**config.mk**
```make
export PLATFORM = sky130hd
export DESIGN_NAME = dbg_bringup_seq
export DESIGN_NICKNAME = d
export VERILOG_FILES = /design/src/rtl/dbg_bringup_pkg.sv /design/src/rtl/dbg_bringup_script.sv /design/src/rtl/dbg_sel_cache.sv /design/src/rtl/dbg_rsp_judge.sv /design/src/rtl/dbg_bringup_seq.sv
export SDC_FILE = /design/constraint.sdc
export NUM_CORES = 1
export LEC_CHECK = 0
export ABC_AREA = 1
export BUFFER_PORTS_ARGS = -buffer_cell sky130_fd_sc_hd__buf_2
export CORE_MARGIN = 1
export CORE_UTILIZATION = 45
export DETAILED_ROUTE_END_ITERATION = 8
export PLACE_DENSITY = 0.81
export SLEW_MARGIN = 0
export SYNTH_ARGS = -nofsm -noshare
export SYNTH_HDL_FRONTEND = slang
export SYNTH_SLANG_ARGS = --single-unit
```
**constraint.sdc**
```tcl
create_clock -name clk -period 2.3 [get_ports clk]
set_input_delay 0.115 -clock clk [delete_from_list [all_inputs] [get_ports clk]]
set_output_delay 0.115 -clock clk [all_outputs]
set_load 0.1 [all_outputs]
```
**src/rtl/dbg_bringup_pkg.sv**
```systemverilog
package dbg_bringup_pkg;
  localparam int DATA_W  = 32;
  localparam int NBITS_W = 6;
  localparam int N_STEPS = 13;
  localparam int STEP_W  = $clog2(N_STEPS);

  typedef enum logic [1:0] {
    K_TURN = 2'd0,
    K_RAW  = 2'd1,
    K_RD   = 2'd2,
    K_WR   = 2'd3
  } kind_e;

  typedef enum logic [2:0] {
    C_NONE = 3'd0,
    C_OK   = 3'd1,
    C_ID   = 3'd2,
    C_PWR  = 3'd3,
    C_APT  = 3'd4
  } chk_e;

  typedef struct packed {
    kind_e               kind;
    logic                ap;
    logic [1:0]          reg_a;
    logic [3:0]          bank;
    logic [DATA_W-1:0]   wdata;
    logic [NBITS_W-1:0]  nbits;
    chk_e                chk;
    logic [2:0]          ecode_xfer;
    logic [2:0]          ecode_chk;
  } step_t;

  localparam logic [2:0] E_NONE     = 3'd0;
  localparam logic [2:0] E_NO_TGT   = 3'd1;
  localparam logic [2:0] E_PART     = 3'd2;
  localparam logic [2:0] E_PWR_REQ  = 3'd3;
  localparam logic [2:0] E_PWR_RD   = 3'd4;
  localparam logic [2:0] E_PWR_TMO  = 3'd5;
  localparam logic [2:0] E_AP_TYPE  = 3'd6;
  localparam logic [2:0] E_AP_CTRL  = 3'd7;

  localparam logic [2:0] ACK_OK = 3'b001;
endpackage

```
**src/rtl/dbg_bringup_script.sv**
```systemverilog
module dbg_bringup_script
  import dbg_bringup_pkg::*;
(
  input  logic [STEP_W-1:0] idx,
  output step_t             step
);
  function automatic step_t mk(kind_e k, logic ap, logic [1:0] ra, logic [3:0] bk,
                               logic [DATA_W-1:0] wd, logic [NBITS_W-1:0] nb,
                               chk_e c, logic [2:0] ex, logic [2:0] ec);
    step_t s;
    s.kind = k; s.ap = ap; s.reg_a = ra; s.bank = bk; s.wdata = wd;
    s.nbits = nb; s.chk = c; s.ecode_xfer = ex; s.ecode_chk = ec;
    return s;
  endfunction

  localparam logic [DATA_W-1:0] ONES = '1;

  always_comb begin
    case (idx)
      4'd0:  step = mk(K_TURN, 1'b0, 2'd0, 4'h0, '0, '0, C_NONE, E_NONE, E_NONE);
      4'd1,
      4'd2,
      4'd4,
      4'd5:  step = mk(K_RAW, 1'b0, 2'd0, 4'h0, ONES, 6'd32, C_NONE, E_NONE, E_NONE);
      4'd3:  step = mk(K_RAW, 1'b0, 2'd0, 4'h0, 32'h0000_E79E, 6'd16, C_NONE, E_NONE, E_NONE);
      4'd6,
      4'd7:  step = mk(K_RAW, 1'b0, 2'd0, 4'h0, '0, 6'd32, C_NONE, E_NONE, E_NONE);
      4'd8:  step = mk(K_RD, 1'b0, 2'd0, 4'h0, '0, '0, C_ID, E_NO_TGT, E_PART);
      4'd9:  step = mk(K_WR, 1'b0, 2'd1, 4'h0, 32'h5000_0000, '0, C_OK, E_PWR_REQ, E_PWR_REQ);
      4'd10: step = mk(K_RD, 1'b0, 2'd1, 4'h0, '0, '0, C_PWR, E_PWR_RD, E_PWR_TMO);
      4'd11: step = mk(K_RD, 1'b1, 2'd3, 4'hF, '0, '0, C_APT, E_AP_TYPE, E_AP_TYPE);
      4'd12: step = mk(K_WR, 1'b1, 2'd0, 4'h0, 32'h0000_0052, '0, C_OK, E_AP_CTRL, E_AP_CTRL);
      default: step = mk(K_TURN, 1'b0, 2'd0, 4'h0, '0, '0, C_NONE, E_NONE, E_NONE);
    endcase
  end
endmodule

```
**src/rtl/dbg_sel_cache.sv**
```systemverilog
module dbg_sel_cache
  import dbg_bringup_pkg::*;
#(
  parameter int AP_INDEX = 0
)(
  input  logic              clk,
  input  logic              rst_n,
  input  logic              inval,
  input  logic              load,
  input  logic [3:0]        bank,
  output logic              need,
  output logic [DATA_W-1:0] sel_word
);
  logic [DATA_W-1:0] cache_q, cache_d;
  logic              cache_en;

  assign sel_word = {AP_INDEX[7:0], 16'h0000, bank, 4'h0};
  assign need     = (sel_word != cache_q);

  always_comb begin
    cache_en = inval | load;
    cache_d  = inval ? '1 : sel_word;
  end

  always_ff @(posedge clk or negedge rst_n) begin
    if (!rst_n)        cache_q <= '1;
    else if (cache_en) cache_q <= cache_d;
  end
endmodule

```
**src/rtl/dbg_rsp_judge.sv**
```systemverilog
module dbg_rsp_judge
  import dbg_bringup_pkg::*;
(
  input  chk_e              chk,
  input  logic [2:0]        ack,
  input  logic [DATA_W-1:0] data,
  output logic              xfer_ok,
  output logic              cond_ok
);
  localparam logic [DATA_W-1:0] ID_MASK = 32'h0FF0_0001;
  localparam logic [DATA_W-1:0] ID_WANT = 32'h0BA0_0001;

  assign xfer_ok = (ack == ACK_OK);

  always_comb begin
    case (chk)
      C_ID:    cond_ok = ((data & ID_MASK) == ID_WANT);
      C_PWR:   cond_ok = data[31] & data[29];
      C_APT:   cond_ok = (data[3:0] == 4'd1);
      default: cond_ok = 1'b1;
    endcase
  end
endmodule

```
**src/rtl/dbg_bringup_seq.sv**
```systemverilog
module dbg_bringup_seq
  import dbg_bringup_pkg::*;
#(
  parameter int POLL_MAX = 4,
  parameter int AP_INDEX = 0
)(
  input  logic               clk,
  input  logic               rst_n,
  input  logic               start,
  output logic               busy,
  output logic               done,
  output logic [2:0]         err_code,
  output logic               req_valid,
  input  logic               req_ready,
  output logic [1:0]         req_kind,
  output logic               req_ap,
  output logic [1:0]         req_addr,
  output logic [DATA_W-1:0]  req_wdata,
  output logic [NBITS_W-1:0] req_nbits,
  input  logic               rsp_valid,
  input  logic [2:0]         rsp_ack,
  input  logic [DATA_W-1:0]  rsp_data
);
  localparam int PCW = $clog2(POLL_MAX + 1);
  localparam logic [STEP_W-1:0] LAST_STEP = STEP_W'(N_STEPS - 1);
  localparam logic [PCW-1:0]    POLL_LAST = PCW'(POLL_MAX - 1);

  typedef enum logic [1:0] {S_IDLE, S_ISSUE, S_WAIT, S_DONE} state_e;

  state_e            state_q, state_d;
  logic [STEP_W-1:0] step_q, step_d;
  logic [PCW-1:0]    poll_q, poll_d;
  logic [2:0]        err_q, err_d;
  logic              step_en, poll_en, err_en;

  step_t             step;
  logic              sel_need, sel_load, sel_inval;
  logic [DATA_W-1:0] sel_word;
  logic              is_sel, xfer_ok, cond_ok;

  dbg_bringup_script u_script (.idx(step_q), .step(step));

  dbg_sel_cache #(.AP_INDEX(AP_INDEX)) u_sel (
    .clk(clk), .rst_n(rst_n), .inval(sel_inval), .load(sel_load),
    .bank(step.bank), .need(sel_need), .sel_word(sel_word)
  );

  dbg_rsp_judge u_judge (
    .chk(step.chk), .ack(rsp_ack), .data(rsp_data),
    .xfer_ok(xfer_ok), .cond_ok(cond_ok)
  );

  // A bank-select write is inserted ahead of an AP step whose bank is not cached
  assign is_sel = step.ap & sel_need;

  always_comb begin
    if (is_sel) begin
      req_kind  = K_WR;
      req_ap    = 1'b0;
      req_addr  = 2'd2;
      req_wdata = sel_word;
      req_nbits = '0;
    end else begin
      req_kind  = step.kind;
      req_ap    = step.ap;
      req_addr  = step.reg_a;
      req_wdata = step.wdata;
      req_nbits = step.nbits;
    end
  end

  assign req_valid = (state_q == S_ISSUE);
  assign busy      = (state_q == S_ISSUE) | (state_q == S_WAIT);
  assign done      = (state_q == S_DONE);
  assign err_code  = err_q;

  always_comb begin
    state_d   = state_q;
    step_d    = step_q;
    poll_d    = poll_q;
    err_d     = err_q;
    step_en   = 1'b0;
    poll_en   = 1'b0;
    err_en    = 1'b0;
    sel_load  = 1'b0;
    sel_inval = 1'b0;
    case (state_q)
      S_IDLE, S_DONE: begin
        if (start) begin
          state_d = S_ISSUE;
          step_d = '0;   step_en = 1'b1;
          poll_d = '0;   poll_en = 1'b1;
          err_d = E_NONE; err_en = 1'b1;
          sel_inval = 1'b1;
        end
      end
      S_ISSUE: begin
        if (req_ready) state_d = S_WAIT;
      end
      S_WAIT: begin
        if (rsp_valid) begin
          if (is_sel) begin
            if (xfer_ok) begin
              sel_load = 1'b1;
              state_d  = S_ISSUE;
            end else begin
              err_d = step.ecode_xfer; err_en = 1'b1;
              state_d = S_DONE;
            end
          end else if (step.chk != C_NONE && !xfer_ok) begin
            err_d = step.ecode_xfer; err_en = 1'b1;
            state_d = S_DONE;
          end else if (!cond_ok) begin
            if (step.chk == C_PWR && poll_q != POLL_LAST) begin
              poll_d = poll_q + 1'b1; poll_en = 1'b1;
              state_d = S_ISSUE;
            end else begin
              err_d = step.ecode_chk; err_en = 1'b1;
              state_d = S_DONE;
            end
          end else if (step_q == LAST_STEP) begin
            state_d = S_DONE;
          end else begin
            step_d = step_q + 1'b1; step_en = 1'b1;
            state_d = S_ISSUE;
          end
        end
      end
      default: state_d = S_IDLE;
    endcase
  end

  always_ff @(posedge clk or negedge rst_n) begin
    if (!rst_n) begin
      state_q <= S_IDLE;
      step_q  <= '0;
      poll_q  <= '0;
      err_q   <= E_NONE;
    end else begin
      state_q <= state_d;
      if (step_en) step_q <= step_d;
      if (poll_en) poll_q <= poll_d;
      if (err_en)  err_q  <= err_d;
    end
  end
endmodule

```
==> results.yml, run 1 <==
outcome:
  run_status: "finished clean"
synth:
  syn_avg_cell_area_um2: 6.751
  synth_area_um2: 1620
  synth_cell_types: 33
  ys_warn_count: 0
  yosysSeqAreaShare_pct: 21.78
  synth_cells: 240
  ys_seq_elements: 14
hold_path:
  min_to: "u_sel.cache_q[30]"
  min_from: "start"
  hold_class: "primary input to register"
  hold_depth: 3
finish:
  finalNetCount: 350
  antenna_cells: 0
  fillers: 285
  final_common_cell: "nand2_1"
  drive_above_1_share_pct: 49.33
  area.growth.synth_to_final_pct: 37.84
  layout_common_cells: "52 x nand2_1, 47 x buf_2, 24 x inv_1, 18 x nor2_1, 15 x buf_4"
die:
  die_width_um: 62.01
  num_rows: 21
  core_area_um2: 3390
  dieArea_um2: 3845
  fp.dieH_um: 62.01
  initial_core_util_pct: 47.80
  pin_count: 89
worst_setup_path:
  end_kind: "output pin"
  critPathTopFamily: "buffers and inverters"
  critPathMostFrequentCell: "ha_2"
  r2r-end: "err_code[1]"
  rr_startpoint: "step_q[0]"
  slowest_delay_ns: 0.43
  required_ns: 2.18
  crit_type: "register to output pin"
  cp_max_fo: 5
  crit_chain: "ha_2 > ha_2 > nand2_2 > inv_2 > nand2_1 > nand3_2 > nand2_4 > buf_4 > a31oi_4 > clkinvlp_4 > buf_12"
  cp_num_buf_inv: 4
  crit_slowest_cell: "dfrtp_2"
  r2r_cells: 16
  start_kind: "register"
  rrSetupSlack_ns: 0.13
  critPathArrivalTime_ns: 2.12
global_routing:
  grt_util_all_layers_pct: 20.56
  grt_first_pass_wirelength_um: 5823
  overflow: 0
  grt_max_degree: 15
  grt_pass1_vias: 1422
  antenna_found_initial: 0
placed_design:
  routabilityCongestion: 0.8759
  io_buffers: 66
  dp_hpwl_um: 2926
sta:
  setup_viol: 0
  max_freq_mhz: 447.5
  fin_skew_ns: 0.007021
  rsz0062_at_grt: "yes"
  hold_viol: 0
  setup_tns_ns: 0
  finalCritPeriodShare_pct: 97.15
  final-max-slew-violation-count: 0
  min_period_ns: 2.234
drt:
  wl_per_cell_um: 10.67
  num_vias: 1627
  post_drt_via_cell_ratio: 4.730
  detail-route-antenna-nets: 0
  drtIter0Drc: 32
  drc: 0
  first_pass_iters: 4
  drt-total-wl_um: 3670
clocking:
  cts-root-buf: "clkbuf_4"
  clk_latency_ns: 0.28
  clk_pin_slew_worst_paths_ns: 0.09
  clockBufferDepth: 2
  numCtsBuffers: 3
  cts_tree: "built"
  cts_sinks: 14
  htree_levels: 1
job:
  drv_cap: 0
kinds of logic (layout without fill, tap and decap cells):
logic type	after synthesis	in the layout	share of synthesized area, %
other	1	4	0.2314
buffers and inverters	70	125	23.78
DFF	14	14	21.78
and+or+nand+nor	116	116	33.51
adders and majority gates	11	11	8.494
AOI/OAI and AO/OA	28	28	12.20
cells in the mapped netlist:
library cell	n	share of area [%]
o21bai_4	1	1.2
inv_1	30	6.9
a211oi_1	1	0.46
nand3_1	11	3.4
nand4_1	3	1.2
inv_2	8	1.9
nand2_1	57	13
o21ai_2	5	2.7
nor2_2	2	0.77
nand4_2	1	0.77
nand2_2	5	1.9
ha_1	11	8.5
buf_6	1	0.69
dfrtp_1	12	19
nand3_2	2	1.2
o21ai_0	6	1.9
or2_1	1	0.39
o21ai_1	5	1.5
dfstp_2	2	3.2
nor3_2	2	1.2
buf_4	30	14
a21oi_2	1	0.54
a31oi_1	1	0.39
conb_1	1	0.23
inv_4	1	0.39
nand3b_1	1	0.46
o211ai_1	1	0.46
o211ai_2	2	1.5
a21oi_1	5	1.5
nor2_1	22	5.1
or2_2	4	1.5
nand2_4	2	1.4
nor3_1	3	0.93
registers in the layout, indices dropped and copies added, names as in the netlist:
signal         count
state_q            2
step_q             4
poll_q             3
err_code           3
u_sel.cache_q      2
stage by stage:
stage | cells | hold slack [ns] | utilization, % | setup slack (ns) | area (um2)
finish | 344 | 0.1066 | 65.89 | 0.06557 | 2233
global route | 344 | 0.1211 | 65.89 | -0.07412 | 2233
CTS | 343 | 0.1075 | 64.49 | 0.01681 | 2186
detailed placement | 333 | 0.02891 | 61.28 | 0.07221 | 2077
global placement | 333 | 0.02788 | 61.28 | 0.1109 | 2077
floorplan | 243 | -0.1806 | - | -0.7860 | 1735
layout make-up:
class | instances | area [um2] | area share (%)
multi-input cells | 159 | 997.2 | 44.65
repair buffers | 82 | 625.6 | 28.01
clock buffers | 4 | 36.28 | 1.625
inverters | 39 | 162.7 | 7.283
well taps | 46 | 57.56 | 2.577
flip-flops and latches | 14 | 354.1 | 15.85
timing repair:
action / CTS / global route
hold buffers: 1 / 0
resized for setup: 8 / 14
endpoints found under the setup margin: 6 / 28
endpoints found under the hold margin: 14 / 0
pin swaps: 1 / 0
setup buffers: 5 / 1
worst max-delay path by stage:
stage | startpoint | to | slack, ns | cells past startpoint
floorplan | step_q[0] | req_wdata[30] | -0.79 | 11
global placement | step_q[0] | req_wdata[6] | 0.11 | 12
detailed placement | step_q[0] | req_wdata[6] | 0.07 | 12
CTS | step_q[0] | req_wdata[6] | 0.02 | 12
global route | step_q[0] | req_wdata[27] | -0.07 | 10
finish | step_q[0] | req_wdata[28] | 0.07 | 11
worst register-to-register path: stages, from the launching register on:
cell     delay [ns]
dfrtp_2        0.46
ha_2           0.21
ha_2           0.19
nand2_2        0.08
inv_2          0.04
nand2_1        0.06
nand3_2        0.10
nand2_4        0.10
buf_4          0.14
buf_4          0.14
nor2_1         0.06
o21ai_1        0.14
nand2_1        0.09
inv_2          0.08
nand2_2        0.07
nand2_1        0.07
nand2_1        0.05
per-layer routing:
| metal | routed length [um] | global-route usage (%) | up-vias |
|---|---|---|---|
| li1 | - | - | 833 |
| met1 | 1568 | 23.33 | 720 |
| met2 | 1806 | 37.99 | 65 |
| met3 | 214 | 2.484 | 9 |
| met4 | 80 | 9.524 | 0 |
| met5 | 0 | 0 | - |
Power of run 1 is not shown: default switching activity piles up to over one toggle a cycle in this logic, so the estimate is an artifact.
==> run 2, diff against run 1 <==
--- a/config.mk
+++ b/config.mk
@@ -8,10 +8,12 @@
 export ABC_AREA = 1
 export BUFFER_PORTS_ARGS = -buffer_cell sky130_fd_sc_hd__buf_2
 export CORE_MARGIN = 1
-export CORE_UTILIZATION = 45
+export CORE_UTILIZATION = 52
 export DETAILED_ROUTE_END_ITERATION = 8
-export PLACE_DENSITY = 0.81
+export GPL_TIMING_DRIVEN = 0
+export PLACE_DENSITY = 0.82
 export SLEW_MARGIN = 0
 export SYNTH_ARGS = -nofsm -noshare
 export SYNTH_HDL_FRONTEND = slang
+export SYNTH_HIERARCHICAL = 1
 export SYNTH_SLANG_ARGS = --single-unit
==> results.yml, run 2 <==
placed_design:
  routabilityCongestion: 0.8849
  post-place-ws_ns: -0.6531
  io_buffers: 66
  dp_hpwl_um: 4578
global_routing:
  antenna_found_initial: 1
  grt_util_all_layers_pct: 76.93
  grt_max_degree: 19
  overflow: 190
clocking:
  cts-root-buf: "clkbuf_8"
  htree_levels: 1
  cts_sinks: 17
  clockBufferDepth: 2
  numCtsBuffers: 3
synth:
  asyncSetResetFlopFracSynth_pct: 100.0
  synth-edff-count: 0
  yosysSeqAreaShare_pct: 16.50
  synth_cells: 443
  ys_seq_elements: 17
  synthTopCellsByArea: "nand2_1 25%, buf_4 20%, dfrtp_1 11%"
  synth_area_um2: 2616
  yosys.area.top_type: "nand2_1"
  synthTopCellsByCount: "174 x nand2_1, 71 x buf_4, 49 x inv_1, 33 x nor2_1, 19 x nand3_1"
  synth.top_cell.area_share_pct: 24.96
  synth_cell_types: 33
  yosysMostFrequentCell: "nand2_1"
  synth-main-ff-cell: "dfrtp_1"
  syn_avg_cell_area_um2: 5.906
  ys_warn_count: 6
outcome:
  haltStage: "global routing (5_1_grt)"
  error: "[ERROR GRT-0232] Routing congestion too high. Check the congestion heatmap in the GUI."
  run_status: "did not finish"
die:
  pin_count: 89
  num_rows: 25
  initial_core_util_pct: 54.67
  fp.dieH_um: 72.93
  die_width_um: 72.93
sta:
  worst_endpoint: "step_q[2]$_DFFE_PN0P_/D"
  worstEndpointType: "sequential cell input"
[run 2: cells by family after synthesis]
logic type	Yosys count	synth area share [%]
and+or+nand+nor	252	40.51
buffers and inverters	135	30.51
other	2	0.2871
DFF	17	16.50
AOI/OAI and AO/OA	23	5.787
adders and majority gates	12	5.739
xor gates and xnor gates	2	0.6697
[run 2: timing repair]
item | 4_1_cts
resized for setup | 180
pin swaps | 8
setup buffers | 16
hold buffers | 1
endpoints found under the hold margin | 12
setup endpoints to repair | 50
[run 2: through the flow]
stage | TNS [ns] | hold slack (ns) | std cells | area [um2]
3_3_place_gp | -20.80 | 0.05493 | 606 | 3427
2_1_floorplan | -0.02918 | -0.1806 | 473 | 3013
4_1_cts | -1.319 | 0.2431 | 627 | 4273
3_5_place_dp | -22.72 | 0.05475 | 606 | 3427
[run 2: metal layers]
layer | track usage, % | GRT overflow
met1 | 68.46 | 3
met2 | 109.3 | 138
met3 | 43.78 | 0
met4 | 98.91 | 49
met5 | 2.020 | 0
==> run 3, diff against run 2 <==
--- a/config.mk
+++ b/config.mk
@@ -8,10 +8,10 @@
 export ABC_AREA = 1
 export BUFFER_PORTS_ARGS = -buffer_cell sky130_fd_sc_hd__buf_2
 export CORE_MARGIN = 1
-export CORE_UTILIZATION = 52
+export CORE_UTILIZATION = 40
 export DETAILED_ROUTE_END_ITERATION = 8
 export GPL_TIMING_DRIVEN = 0
-export PLACE_DENSITY = 0.82
+export PLACE_DENSITY_LB_ADDON = 0.15
 export SLEW_MARGIN = 0
 export SYNTH_ARGS = -nofsm -noshare
 export SYNTH_HDL_FRONTEND = slang
==> results.yml, run 3 <==
outcome:
  run_status: "finished with violations"
  violations: "max-slew violations, negative setup slack"
sta:
  rsz0062_at_grt: "yes"
  setup_viol: 48
  min_period_ns: 2.471
  fin_skew_ns: 0.004257
  slew_headroom_pct: -16.19
  worst_slack_ns: -0.1708
  max_freq_mhz: 404.7
  finalCritPeriodShare_pct: 107.4
  hold_viol: 0
  worst-slew-pin-transition_ns: 1.736
  final-max-slew-violation-count: 4
die:
  die_width_um: 82.88
  initial_core_util_pct: 41.44
  num_rows: 29
  core_area_um2: 6314
  pin_count: 89
  dieArea_um2: 6868
  fp.dieH_um: 82.88
finish:
  largest_register_ffs: 5
  final_common_cell: "nand2_1"
  largest_register: "u_sel/cache_q"
  instances_no_fill: 644
  utilization_pct: 70.55
  drive_above_1_share_pct: 49.21
  finalNetCount: 620
  layout_common_cells: "130 x nand2_1, 85 x buf_4, 41 x inv_1, 38 x buf_12, 34 x nand2_4"
  area.growth.synth_to_final_pct: 70.25
  top_regs: "u_sel/cache_q x5, step_q x4"
  antenna_cells: 0
worst_setup_path:
  critPathTopFamily: "simple AND/OR/NAND/NOR gates"
  crit_type: "register to output pin"
  cp_num_buf_inv: 5
  end_kind: "output pin"
  critPathArrivalTime_ns: 2.36
  required_ns: 2.18
  crit_chain: "ha_4 > nand2_4 > nor2_4 > buf_6 > inv_2 > nand2_1 > nand2_1 > nor2_1 > nand3_2 > nand2_4 > inv_6 > buf_8 > or2_4 > buf_12"
  cp_max_fo: 7
  start_kind: "register"
  crit_slowest_cell: "dfrtp_2"
  crit_path_start: "step_q[0]"
  slowest_delay_ns: 0.43
  rr_startpoint: "step_q[0]"
synth:
  yosysSeqAreaShare_pct: 16.50
  synth_cells: 443
  asyncSetResetFlopFracSynth_pct: 100.0
  yosys.area.top_type: "nand2_1"
  synth_cell_types: 33
  syn_avg_cell_area_um2: 5.906
  ys_seq_elements: 17
  synth_area_um2: 2616
  synth-edff-count: 0
  synthTopCellsByArea: "nand2_1 25%, buf_4 20%, dfrtp_1 11%"
  synthTopCellsByCount: "174 x nand2_1, 71 x buf_4, 49 x inv_1, 33 x nor2_1, 19 x nand3_1"
  synth-main-ff-cell: "dfrtp_1"
  yosysMostFrequentCell: "nand2_1"
  synth.top_cell.area_share_pct: 24.96
  ys_warn_count: 6
clocking:
  clockBufferDepth: 2
  cts_tree: "built"
  cts_sinks: 17
  clk_latency_ns: 0.25
  htree_levels: 1
  cts-root-buf: "clkbuf_8"
  numCtsBuffers: 3
  clk_pin_slew_worst_paths_ns: 0.06
drt:
  detail-route-antenna-nets: 0
  drc: 0
  drtIter0Drc: 66
  drt-total-wl_um: 6606
  wl_per_cell_um: 10.26
  first_pass_iters: 5
  post_drt_via_cell_ratio: 4.388
  num_vias: 2826
placed_design:
  io_buffers: 66
  routabilityCongestion: 0.8086
  placed_cells: 616
  dp_hpwl_um: 4627
job:
  drv_cap: 0
global_routing:
  grt_max_degree: 18
  grt_pass1_vias: 2585
  grt_first_pass_wirelength_um: 10880
  antenna_found_initial: 0
  grt_util_all_layers_pct: 18.75
  overflow: 0
hold_path:
  min_from: "req_ready"
  hold_class: "primary input to register"
-- run 3: cell counts after synthesis --
No cell type changed its count.
-- run 3: what timing repair did --
item                       4_1_cts  5_1_grt
hold buffers                     1        0
setup endpoints to repair       50       50
gates resized for setup        179       35
gates cloned                     0        0
pin swaps                        6       14
buffers inserted                16        7
hold endpoints to repair        12        0
-- run 3: kinds of logic after synthesis --
logic type / Yosys count / synth area share [%]
fa+ha+maj: 12 / 5.739
flops: 17 / 16.50
xor+xnor: 2 / 0.6697
other cells: 2 / 0.2871
compound gates: 23 / 5.787
simple gates: 252 / 40.51
buf+inv: 135 / 30.51
-- run 3: worst paths after layout --
check | endpoint | slack [ns] | cells after the start
max | req_kind[0] | -0.17 | 14
min | state_q[1] | 0.24 | 4
max reg2reg | step_q[1] | -0.15 | 18
min reg2reg | err_code[2] | 0.47 | 2
max in group asynchronous | u_sel/cache_q[7] | 1.68 | 2
min in group asynchronous | state_q[0] | 0.31 | 2
-- run 3: per-layer routing --
| layer | vias to the layer above | global-route usage (%) | wire length [um] |
|---|---|---|---|
| met5 | - | 0 | 0 |
| met4 | 0 | 3.762 | 91 |
| met3 | 9 | 1.093 | 147 |
| met2 | 54 | 36.96 | 3508 |
| met1 | 1281 | 22.08 | 2859 |
| li1 | 1482 | - | - |
-- run 3: layout make-up --
type                    instances  area [um2]
plain buffers                  80       656.9
clock buffers                   4       45.04
fillers                       488        1859
inverters                      55       222.7
multi-input cells             321        1889
flip-flops and latches         17       435.4
well taps                      77       96.34
repair buffers                 90        1109
-- run 3: tightest hold or removal path, stage by stage --
cell	delay (ns)
buf_2	0.08
o211ai_1	0.14
nand2_1	0.08
nand2_1	0.05
-- run 3: metrics by stage --
stage | area, um2 | hold slack [ns] | worst slack (ns) | setup TNS, ns
5_1_grt | 4454 | 0.2883 | -0.2685 | -10.52
4_1_cts | 4277 | 0.2374 | -0.1150 | -3.171
3_5_place_dp | 3440 | 0.05975 | -0.6428 | -23.08
2_1_floorplan | 3013 | -0.1806 | -0.01524 | -0.02918
3_3_place_gp | 3440 | 0.05737 | -0.6298 | -22.63
6_report | 4454 | 0.2375 | -0.1708 | -5.786
Power of run 3 is left out for the same reason.
